==> src/rtl/txfs_pkg.sv <==
package txfs_pkg;

  typedef logic [1:0] sel_t;

  localparam sel_t START_SEL_RST = 2'b10;
  localparam sel_t WMARK_SEL_RST = 2'b00;

  // Bytes of the current frame needed before preamble may begin.
  function automatic int unsigned start_bytes(sel_t s);
    case (s)
      2'b00:   return 4;
      2'b01:   return 16;
      2'b10:   return 64;
      default: return 112;
    endcase
  endfunction

  // Write cycles that must fit before DMA may request; code 11 acts as 00.
  function automatic int unsigned wmark_cycles(sel_t s);
    case (s)
      2'b01:   return 16;
      2'b10:   return 32;
      default: return 8;
    endcase
  endfunction

endpackage

==> src/rtl/txfs_cfg.sv <==
module txfs_cfg
  import txfs_pkg::*;
(
  input  logic clk,
  input  logic rst_n,
  input  logic cfg_open,
  input  logic cfg_we,
  input  sel_t start_in,
  input  sel_t wmark_in,
  output sel_t start_q,
  output sel_t wmark_q,
  output logic cfg_take
);

  assign cfg_take = cfg_we && cfg_open;

  always_ff @(posedge clk or negedge rst_n) begin
    if (!rst_n) begin
      start_q <= START_SEL_RST;
      wmark_q <= WMARK_SEL_RST;
    end else if (cfg_take) begin
      start_q <= start_in;
      wmark_q <= wmark_in;
    end
  end

endmodule

==> src/rtl/txfs_store.sv <==
module txfs_store #(
  parameter int DEPTH = 128,
  parameter int DW    = 8,
  localparam int AW   = $clog2(DEPTH)
) (
  input  logic          clk,
  input  logic          we,
  input  logic [AW-1:0] waddr,
  input  logic [DW-1:0] wdata,
  input  logic [AW-1:0] raddr,
  output logic [DW-1:0] rdata
);

  logic [DW-1:0] mem [DEPTH];

  always_ff @(posedge clk) begin
    if (we) mem[waddr] <= wdata;
  end

  assign rdata = mem[raddr];

endmodule

==> src/rtl/txfs_ptrs.sv <==
module txfs_ptrs #(
  parameter int DEPTH  = 128,
  parameter int RETAIN = 64,
  parameter int CW     = 9,
  localparam int AW    = $clog2(DEPTH),
  localparam int PW    = AW + 1
) (
  input  logic          clk,
  input  logic          rst_n,
  input  logic          wr_en,
  input  logic          wr_last,
  input  logic          rd_en,
  input  logic          collision_retry,
  input  logic          frame_done,
  output logic          wr_fire,
  output logic          rd_fire,
  output logic [AW-1:0] wr_addr,
  output logic [AW-1:0] rd_addr,
  output logic          rd_valid,
  output logic          rd_last,
  output logic [CW-1:0] wr_cnt,
  output logic [CW-1:0] sent_cnt,
  output logic          eof_seen,
  output logic [PW-1:0] space,
  output logic          retry_win,
  output logic          retry_take,
  output logic [PW-1:0] rd_ptr_o,
  output logic [PW-1:0] start_ptr_o
);

  logic [PW-1:0] wr_ptr, rd_ptr, ret_ptr, start_ptr;
  logic [PW-1:0] used, rd_ptr_inc;
  logic [CW-1:0] wr_cnt_inc, sent_inc;

  assign used       = wr_ptr - ret_ptr;
  assign space      = PW'(DEPTH) - used;
  assign rd_valid   = rd_ptr != wr_ptr;
  assign rd_ptr_inc = rd_ptr + PW'(1);
  assign rd_last    = eof_seen && (rd_ptr_inc == wr_ptr);

  assign retry_win  = sent_cnt < CW'(RETAIN);
  assign retry_take = collision_retry && retry_win && !frame_done;
  assign rd_fire    = rd_en && rd_valid && !frame_done && !retry_take;
  assign wr_fire    = wr_en && (space != '0) && !eof_seen && !frame_done;

  assign wr_cnt_inc = (wr_cnt == '1) ? wr_cnt : wr_cnt + CW'(1);
  assign sent_inc   = (sent_cnt == '1) ? sent_cnt : sent_cnt + CW'(1);

  assign wr_addr     = wr_ptr[AW-1:0];
  assign rd_addr     = rd_ptr[AW-1:0];
  assign rd_ptr_o    = rd_ptr;
  assign start_ptr_o = start_ptr;

  always_ff @(posedge clk or negedge rst_n) begin
    if (!rst_n) begin
      wr_ptr    <= '0;
      rd_ptr    <= '0;
      ret_ptr   <= '0;
      start_ptr <= '0;
      wr_cnt    <= '0;
      sent_cnt  <= '0;
      eof_seen  <= 1'b0;
    end else if (frame_done) begin
      rd_ptr    <= wr_ptr;
      ret_ptr   <= wr_ptr;
      start_ptr <= wr_ptr;
      wr_cnt    <= '0;
      sent_cnt  <= '0;
      eof_seen  <= 1'b0;
    end else begin
      if (wr_fire) begin
        wr_ptr <= wr_ptr + PW'(1);
        wr_cnt <= wr_cnt_inc;
        if (wr_last) eof_seen <= 1'b1;
      end
      if (retry_take) begin
        rd_ptr   <= start_ptr;
        ret_ptr  <= start_ptr;
        sent_cnt <= '0;
      end else if (rd_fire) begin
        rd_ptr   <= rd_ptr_inc;
        sent_cnt <= sent_inc;
        if (sent_inc >= CW'(RETAIN)) ret_ptr <= rd_ptr_inc;
      end
    end
  end

endmodule

==> src/rtl/txfifo_start_ctl.sv <==
module txfifo_start_ctl
  import txfs_pkg::*;
#(
  parameter int DEPTH  = 128,
  parameter int DW     = 8,
  parameter int RETAIN = 64,
  localparam int AW    = $clog2(DEPTH),
  localparam int PW    = AW + 1,
  localparam int CW    = $clog2(DEPTH > RETAIN ? DEPTH : RETAIN) + 2
) (
  input  logic          clk,
  input  logic          rst_n,
  input  logic          cfg_open,
  input  logic          cfg_we,
  input  logic [1:0]    cfg_start_sel,
  input  logic [1:0]    cfg_wmark_sel,
  output logic [1:0]    start_sel_q,
  output logic [1:0]    wmark_sel_q,
  input  logic          wr_en,
  input  logic [DW-1:0] wr_data,
  input  logic          wr_last,
  input  logic          rd_en,
  output logic [DW-1:0] rd_data,
  output logic          rd_valid,
  output logic          rd_last,
  input  logic          collision_retry,
  input  logic          frame_done,
  output logic [PW-1:0] space_avail,
  output logic          tx_start_ok,
  output logic          dma_req_ok
);

  // Internal events brought out for the checker.
  logic          cfg_take;
  logic          wr_fire, rd_fire;
  logic [AW-1:0] wr_addr, rd_addr;
  logic [CW-1:0] wr_cnt, sent_cnt;
  logic          eof_seen;
  logic          retry_win, retry_take;
  logic [PW-1:0] rd_ptr_w, start_ptr_w;
  logic          thresh_hit, room_hit;

  txfs_cfg u_cfg (
    .clk      (clk),
    .rst_n    (rst_n),
    .cfg_open (cfg_open),
    .cfg_we   (cfg_we),
    .start_in (cfg_start_sel),
    .wmark_in (cfg_wmark_sel),
    .start_q  (start_sel_q),
    .wmark_q  (wmark_sel_q),
    .cfg_take (cfg_take)
  );

  txfs_ptrs #(.DEPTH(DEPTH), .RETAIN(RETAIN), .CW(CW)) u_ptrs (
    .clk             (clk),
    .rst_n           (rst_n),
    .wr_en           (wr_en),
    .wr_last         (wr_last),
    .rd_en           (rd_en),
    .collision_retry (collision_retry),
    .frame_done      (frame_done),
    .wr_fire         (wr_fire),
    .rd_fire         (rd_fire),
    .wr_addr         (wr_addr),
    .rd_addr         (rd_addr),
    .rd_valid        (rd_valid),
    .rd_last         (rd_last),
    .wr_cnt          (wr_cnt),
    .sent_cnt        (sent_cnt),
    .eof_seen        (eof_seen),
    .space           (space_avail),
    .retry_win       (retry_win),
    .retry_take      (retry_take),
    .rd_ptr_o        (rd_ptr_w),
    .start_ptr_o     (start_ptr_w)
  );

  txfs_store #(.DEPTH(DEPTH), .DW(DW)) u_store (
    .clk   (clk),
    .we    (wr_fire),
    .waddr (wr_addr),
    .wdata (wr_data),
    .raddr (rd_addr),
    .rdata (rd_data)
  );

  assign thresh_hit  = wr_cnt >= CW'(start_bytes(start_sel_q));
  assign room_hit    = space_avail >= PW'(wmark_cycles(wmark_sel_q));
  assign tx_start_ok = thresh_hit || eof_seen;
  assign dma_req_ok  = room_hit && !eof_seen;

endmodule

==> config.mk <==
export PLATFORM = sky130hd
export DESIGN_NAME = txfifo_start_ctl
export DESIGN_NICKNAME = d
export VERILOG_FILES = /design/src/rtl/txfs_pkg.sv /design/src/rtl/txfs_cfg.sv /design/src/rtl/txfs_store.sv /design/src/rtl/txfs_ptrs.sv /design/src/rtl/txfifo_start_ctl.sv
export SDC_FILE = /design/constraint.sdc
export NUM_CORES = 1
export LEC_CHECK = 0
export BUFFER_PORTS_ARGS = -buffer_cell sky130_fd_sc_hd__buf_2
export CORE_MARGIN = 3
export CORE_UTILIZATION = 60
export DETAILED_ROUTE_END_ITERATION = 7
export PLACE_DENSITY = 0.76
export SLEW_MARGIN = 15
export SYNTH_ARGS = -nofsm -noshare
export SYNTH_HDL_FRONTEND = slang
export SYNTH_HIERARCHICAL = 1
export SYNTH_SLANG_ARGS = --single-unit
==> constraint.sdc <==
create_clock -name clk -period 6.6 [get_ports clk]
set_clock_uncertainty 0.05 [all_clocks]
set_input_delay 0.33 -clock clk [delete_from_list [all_inputs] [get_ports clk]]
set_output_delay 0.33 -clock clk [all_outputs]
set_load 0.05 [all_outputs]
======== Word level (Yosys, flattened, before mapping) ========
Memories as Yosys holds them, arrays and structs flattened.
Cells that the tools add are included.
operators by class
  $add $sub $neg .......................... 6
  order comparisons ....................... 4
  equality and inequality tests ........... 9
  muxes and demuxes ....................... 21
  bitwise logic cells ..................... 1
  reduce and logical (&&, ||, !) cells .... 25
operators by type and width
  operator             count
  $mux 9               7
  $mux 8               7
  $pmux 7 s3           1
  $add 9x1->9 const B  2
  $eq 9x9->1 const B   2
  $add 8x1->8 const B  2
  $pmux 6 s2           1
  $logic_and 1x1->1    11
  $ge 9x7->1 const B   1
  $ge 9x9->1           1
  $lt 9x7->1 const B   1
  $eq 8x8->1           1
  $ge 8x8->1           1
  $ne 8x8->1           1
  $reduce_and 2->1     4
  $reduce_bool 8->1    1
  $sub 8x8->8          1
  $sub 8x8->8 const A  1
  $reduce_bool 3->1    2
  $mux 1               5
  $eq 2x1->1 const B   2
  $eq 2x2->1 const B   2
  $reduce_bool 2->1    2
  $logic_not 1->1      3
  other kinds (4)      4
storage, ports and cells
  register bits ........................... 55
  bits in writable memories ............... 1,024
  input bits .............................. 21
  output and inout bits ................... 24
  word-level logic and storage cells ...... 76
  memories ................................ 1
memories
  memory       words  width  read ports  clocked after Yosys merged registers in  write ports  line              source
  u_store.mem  128    8      1           0                                        1            txfs_store.sv:14  logic [DW-1:0] mem [DEPTH];

======== Depth between registers and ports, before layout ========
  depth after elaboration ................. 8
  mapped depth ............................ 16
  gate-level depth less buffers ........... 14

======== Cells and area by module ========
The synthesis kept the hierarchy.
modules (own cells, without submodules)
  module            instances  cells each  area an instance (µm²)  sequential area each (µm²)
  txfs_store        1          1,627       39,505.4                30,749.5
  txfs_ptrs         1          352         3,377.0                 1,276.2
  txfifo_start_ctl  1          32          231.5                   0.0
  txfs_cfg          1          10          171.4                   101.3

======== Worst setup path after synthesis ========
Ideal clock, no wire load.
  path kind ............................... reg2reg
  start ................................... reg u_ptrs.wr_ptr[1]
  end ..................................... mem u_store.mem[110][0] (enable)
  setup time .............................. 0.370 ns
  arrival ................................. 4.513 ns
  required time ........................... 6.180 ns
  path slack .............................. 1.666 ns
  cell stages (with the launch flop) ...... 17
  path buffers ............................ 3
  period minus slack after synthesis ...... 4.934 ns
  path through ............................ dfrtp_1 clkbuf_1 inv_1 ha_1 ha_1 inv_1 fa_1 nor2b_1 o21ai_1 xnor2_1 nor4b_4 a211oi_2 clkbuf_1 nor2b_1 nand3_1 clkbuf_1 nor2_1
between the ends
  word-level cells in the longest chain between the ends .. 8
RTL lines
  element                         line                    source
  from (decl)                     txfs_ptrs.sv:31         logic [PW-1:0] wr_ptr, rd_ptr, ret_ptr, start_ptr;
  from (signal assigned)          txfs_ptrs.sv:72         wr_ptr <= wr_ptr + PW'(1);
  $sub 8x8->8                     txfs_ptrs.sv:35         assign used = wr_ptr - ret_ptr;
  $sub 8x8->8                     txfs_ptrs.sv:36         assign space = PW'(DEPTH) - used;
  named net space_avail[5]        txfifo_start_ctl.sv:28  output logic [PW-1:0] space_avail,
  $reduce_bool 8->1               txfs_ptrs.sv:44         assign wr_fire = wr_en && (space != '0) && !eof_seen && !frame_done;
  $logic_and 1x1->1 (3 in a row)  txfs_ptrs.sv:44
  named net wr_fire               txfifo_start_ctl.sv:35  logic wr_fire, rd_fire;
  $mux 1                          txfs_store.sv:17        if (we) mem[waddr] <= wdata;
  $mux 1 (not written as such)    txfs_store.sv:17
  to (decl)                       txfs_store.sv:14
The timed path passes the listed nets, and every way through them passes these cells.

======== Worst setup path in the final report ========
  start ................................... reg u_ptrs.wr_ptr[3]
  end ..................................... mem u_store.mem[116][5] (enable)
between the ends
  word-level cells in the longest chain between the ends .. 8
RTL lines
  element                         line
  $sub 8x8->8                     txfs_ptrs.sv:35
  $sub 8x8->8                     txfs_ptrs.sv:36
  $reduce_bool 8->1               txfs_ptrs.sv:44
  $logic_and 1x1->1 (3 in a row)  txfs_ptrs.sv:44
  named net wr_fire               txfifo_start_ctl.sv:35
  $mux 1                          txfs_store.sv:17
  $mux 1 (not written as such)    txfs_store.sv:17
The timed path passes the listed nets, and every way through them passes these cells.

==> run metrics <==
outcome finished, final reports clean; area occupied by multi-input gates 0.0105 mm²; chip width 274 µm; post-DR vias/cell 6.85; Routed Antenna Nets 0; CP delay by family, top simple AND/OR/NAND/NOR gates; Max Root-Sink Buffers 3; Worst Reg-to-Reg Cells 11; Hold Crit Class input port to flip-flop; vias in the first global route 21,400; Sequential Area 0.0321 mm²; Post-CTS Setup Bufs 0; FILL cells 4,269; Fin Setup TNS 0 ns; Hold Startpoint cfg_open; final count of hold timing violations 0; Worst Path Buf+Inv 1; Pins Over Slew Limit 0; setup ws final 1.14 ns; Sw Ratio 0.326; r2r setup slk 1.14 ns; clock share of power 0.283; drt pass-1 iters 5; synthesized area 0.0432 mm²; NetSw 6.77 mW; drc violations 0; nets@finish 2,142; CTS sink count 1,079; clock-pin transition on the worst setup and hold timing paths 0.06 ns; internal power 14.0 mW; yosys warns 6; routed vias 21,300; htree depth 3; RR Endpoint u_store/mem[116][5]$_DFFE_PP_; ant diodes 0; WP data arrival 5.70 ns; pin count of the biggest net entering global routing 88; highest clock rate 0.183 GHz; Total GRT Usage 0.275; Mapped Nets 2,060; minimum clock period 5.46 ns; row count 97; total wire length 100 mm; Pwr Density 433 mW/mm²; area of the core region 0.0706 mm²; Final Cycle Share 0.828; die footprint 0.0753 mm²; CP Launch Type flip-flop; CTS Buf Count 102; Critical R2R Launch u_ptrs/wr_ptr[3]$_DFFE_PN0P_; Worst setup startpoint u_ptrs/wr_ptr[3]$_DFFE_PN0P_; share of cells above drive strength 1 0.288; Final Wtd Congestion 0.845; initial core utilization 0.612; sequential power share 0.390; P&R area growth vs syn 10.9%; WHS Path Cells 3; Finish-stage setup viols 0; slowest library cell on the worst path nor2_1; finished layout cell area 0.0479 mm²; IO Port Bufs 44; maximum VDD drop 776 µV; wire per inst 32.1 µm; RSZ-0062 raised after global routing no; Worst-Margin Slew 1.18 ns; initial antenna violation count 6; HPWL after DPL 58.0 mm; Setup CP Type flip-flop to flip-flop; Clk Latency, worst-skew pair 0.65 ns; Root Buffer Master clkbuf_16; Max FO, Critical Path 15; hold_buf cts 6; Syn Inst Count 2,011; Min-Delay Endpoint u_cfg/start_q[1]$_DFFE_PN1P_; worst path cell trace inv_1 -> ha_1 -> ha_1 -> o21ai_0 -> or4b_1 -> nand4_2 -> nor4b_4 -> a211oi_2 -> nor2b_1 -> nand2_1 -> nor2_1; max-cap violations 0; first-pass GRT wire length 149 mm; Area after DPL 0.0445 mm²; CTS resizes 0; Comb power frac 0.327; 1st-iter DRT viols 2,979; Most common cell on crit path ha_1; Leak 15.2 nW; Die Y 274 µm; crit path capture type flip-flop; WHS 0.0527 ns; TritonCTS clock tree done; GRT Residual Overflow 0; WP data required 6.83 ns; pre-CTS setup slack 1.32 ns; Syn Area/Cell 21.5 µm²; Slew headroom 0.207; I/O pins 45; CP max stage delay 0.87 ns
==> worst reg2reg max path: stages, from the launching register on <==
cell      delay [ns]
dfrtp_1         0.54
inv_1           0.19
ha_1            0.33
ha_1            0.34
o21ai_0         0.13
or4b_1          0.49
nand4_2         0.15
nor4b_4         0.12
a211oi_2        0.69
nor2b_1         0.39
nand2_1         0.79
nor2_1          0.88
==> layout by cell type (no fill, tap or decap), types with 6 or more instances in the layout <==
| cell type | instances |
|---|---|
| or3_1 | 6 |
| xor2_1 | 22 |
| mux4_2 | 336 |
| mux2_2 | 35 |
| ha_1 | 27 |
| buf_4 | 40 |
| buf_12 | 6 |
| a21oi_1 | 28 |
| clkinv_1 | 19 |
| buf_2 | 36 |
| dlygate4sd3_1 | 6 |
| edfxtp_1 | 1024 |
| nor2_1 | 162 |
| clkinv_2 | 20 |
| nand4_1 | 10 |
| nand2b_1 | 10 |
| clkbuf_16 | 105 |
| inv_1 | 25 |
| nand2_1 | 32 |
| xnor2_1 | 19 |
| clkbuf_1 | 19 |
| o21ai_0 | 6 |
| nor3_2 | 6 |
| nor2b_1 | 17 |
| nand3_1 | 20 |
| dfrtp_1 | 50 |
| bufinv_16 | 13 |
==> cell type report <==
class,instances,share of cell area
inverters,25,0.00196
well taps,940,0.0245
repair buffers,88,0.0138
clock buffers,124,0.0563
multi-input cells,797,0.219
flip-flops and latches,1079,0.671
clock inverters,62,0.0134
==> how the worst max path moves through the flow <==
stage	end	slack [ns]	cells past startpoint
3_5_place_dp	u_store/mem[4][3]$_DFFE_PP_	1.32	11
4_1_cts	u_store/mem[116][5]$_DFFE_PP_	1.24	11
5_1_grt	u_store/mem[108][3]$_DFFE_PP_	0.88	11
6_report	u_store/mem[116][5]$_DFFE_PP_	1.14	11
3_3_place_gp	u_store/mem[116][3]$_DFFE_PP_	1.40	14
2_1_floorplan	u_store/mem[110][0]$_DFFE_PP_	1.67	16
==> per-layer routing <==
metal / wire [µm] / global-route usage / up-vias
met5: 62 / 0 / -
met1: 37700 / 0.404 / 11200
met2: 48200 / 0.424 / 1448
met3: 11200 / 0.0610 / 164
li1: - / - / 8477
met4: 2870 / 0.0827 / 8
==> per-stage QoR <==
step	instances	power [mW]	utilization
after global routing	3115	21.4	0.679
after global placement	2923	14.9	0.630
after CTS	3115	20.8	0.678
final	3115	20.8	0.679
after detailed placement	2923	15.0	0.630
after floorplan	2011	12.9	-
==> flip-flops by register name, summed over array words and instances, names as in the netlist <==
name and flops:
u_ptrs/sent_cnt 9, u_store/mem 1024, u_cfg/wmark_q 2, u_ptrs/ret_ptr 8
u_ptrs/wr_ptr 8, u_ptrs/wr_cnt 9, u_ptrs/eof_seen 1, u_ptrs/start_ptr_o 8
u_cfg/start_q 2, u_ptrs/rd_ptr_o 8
==> power groups by stage <==
stage               Sequential (mW)  Combinational (mW)  Clock [mW]
global route                   8.13                7.10        6.22
CTS                            8.09                6.80        5.95
floorplan                      7.88                5.04           0
finish                         8.09                6.79        5.87
global placement               8.22                6.67           0
detailed placement             8.24                6.73           0
(Power assumes the default switching activity.)
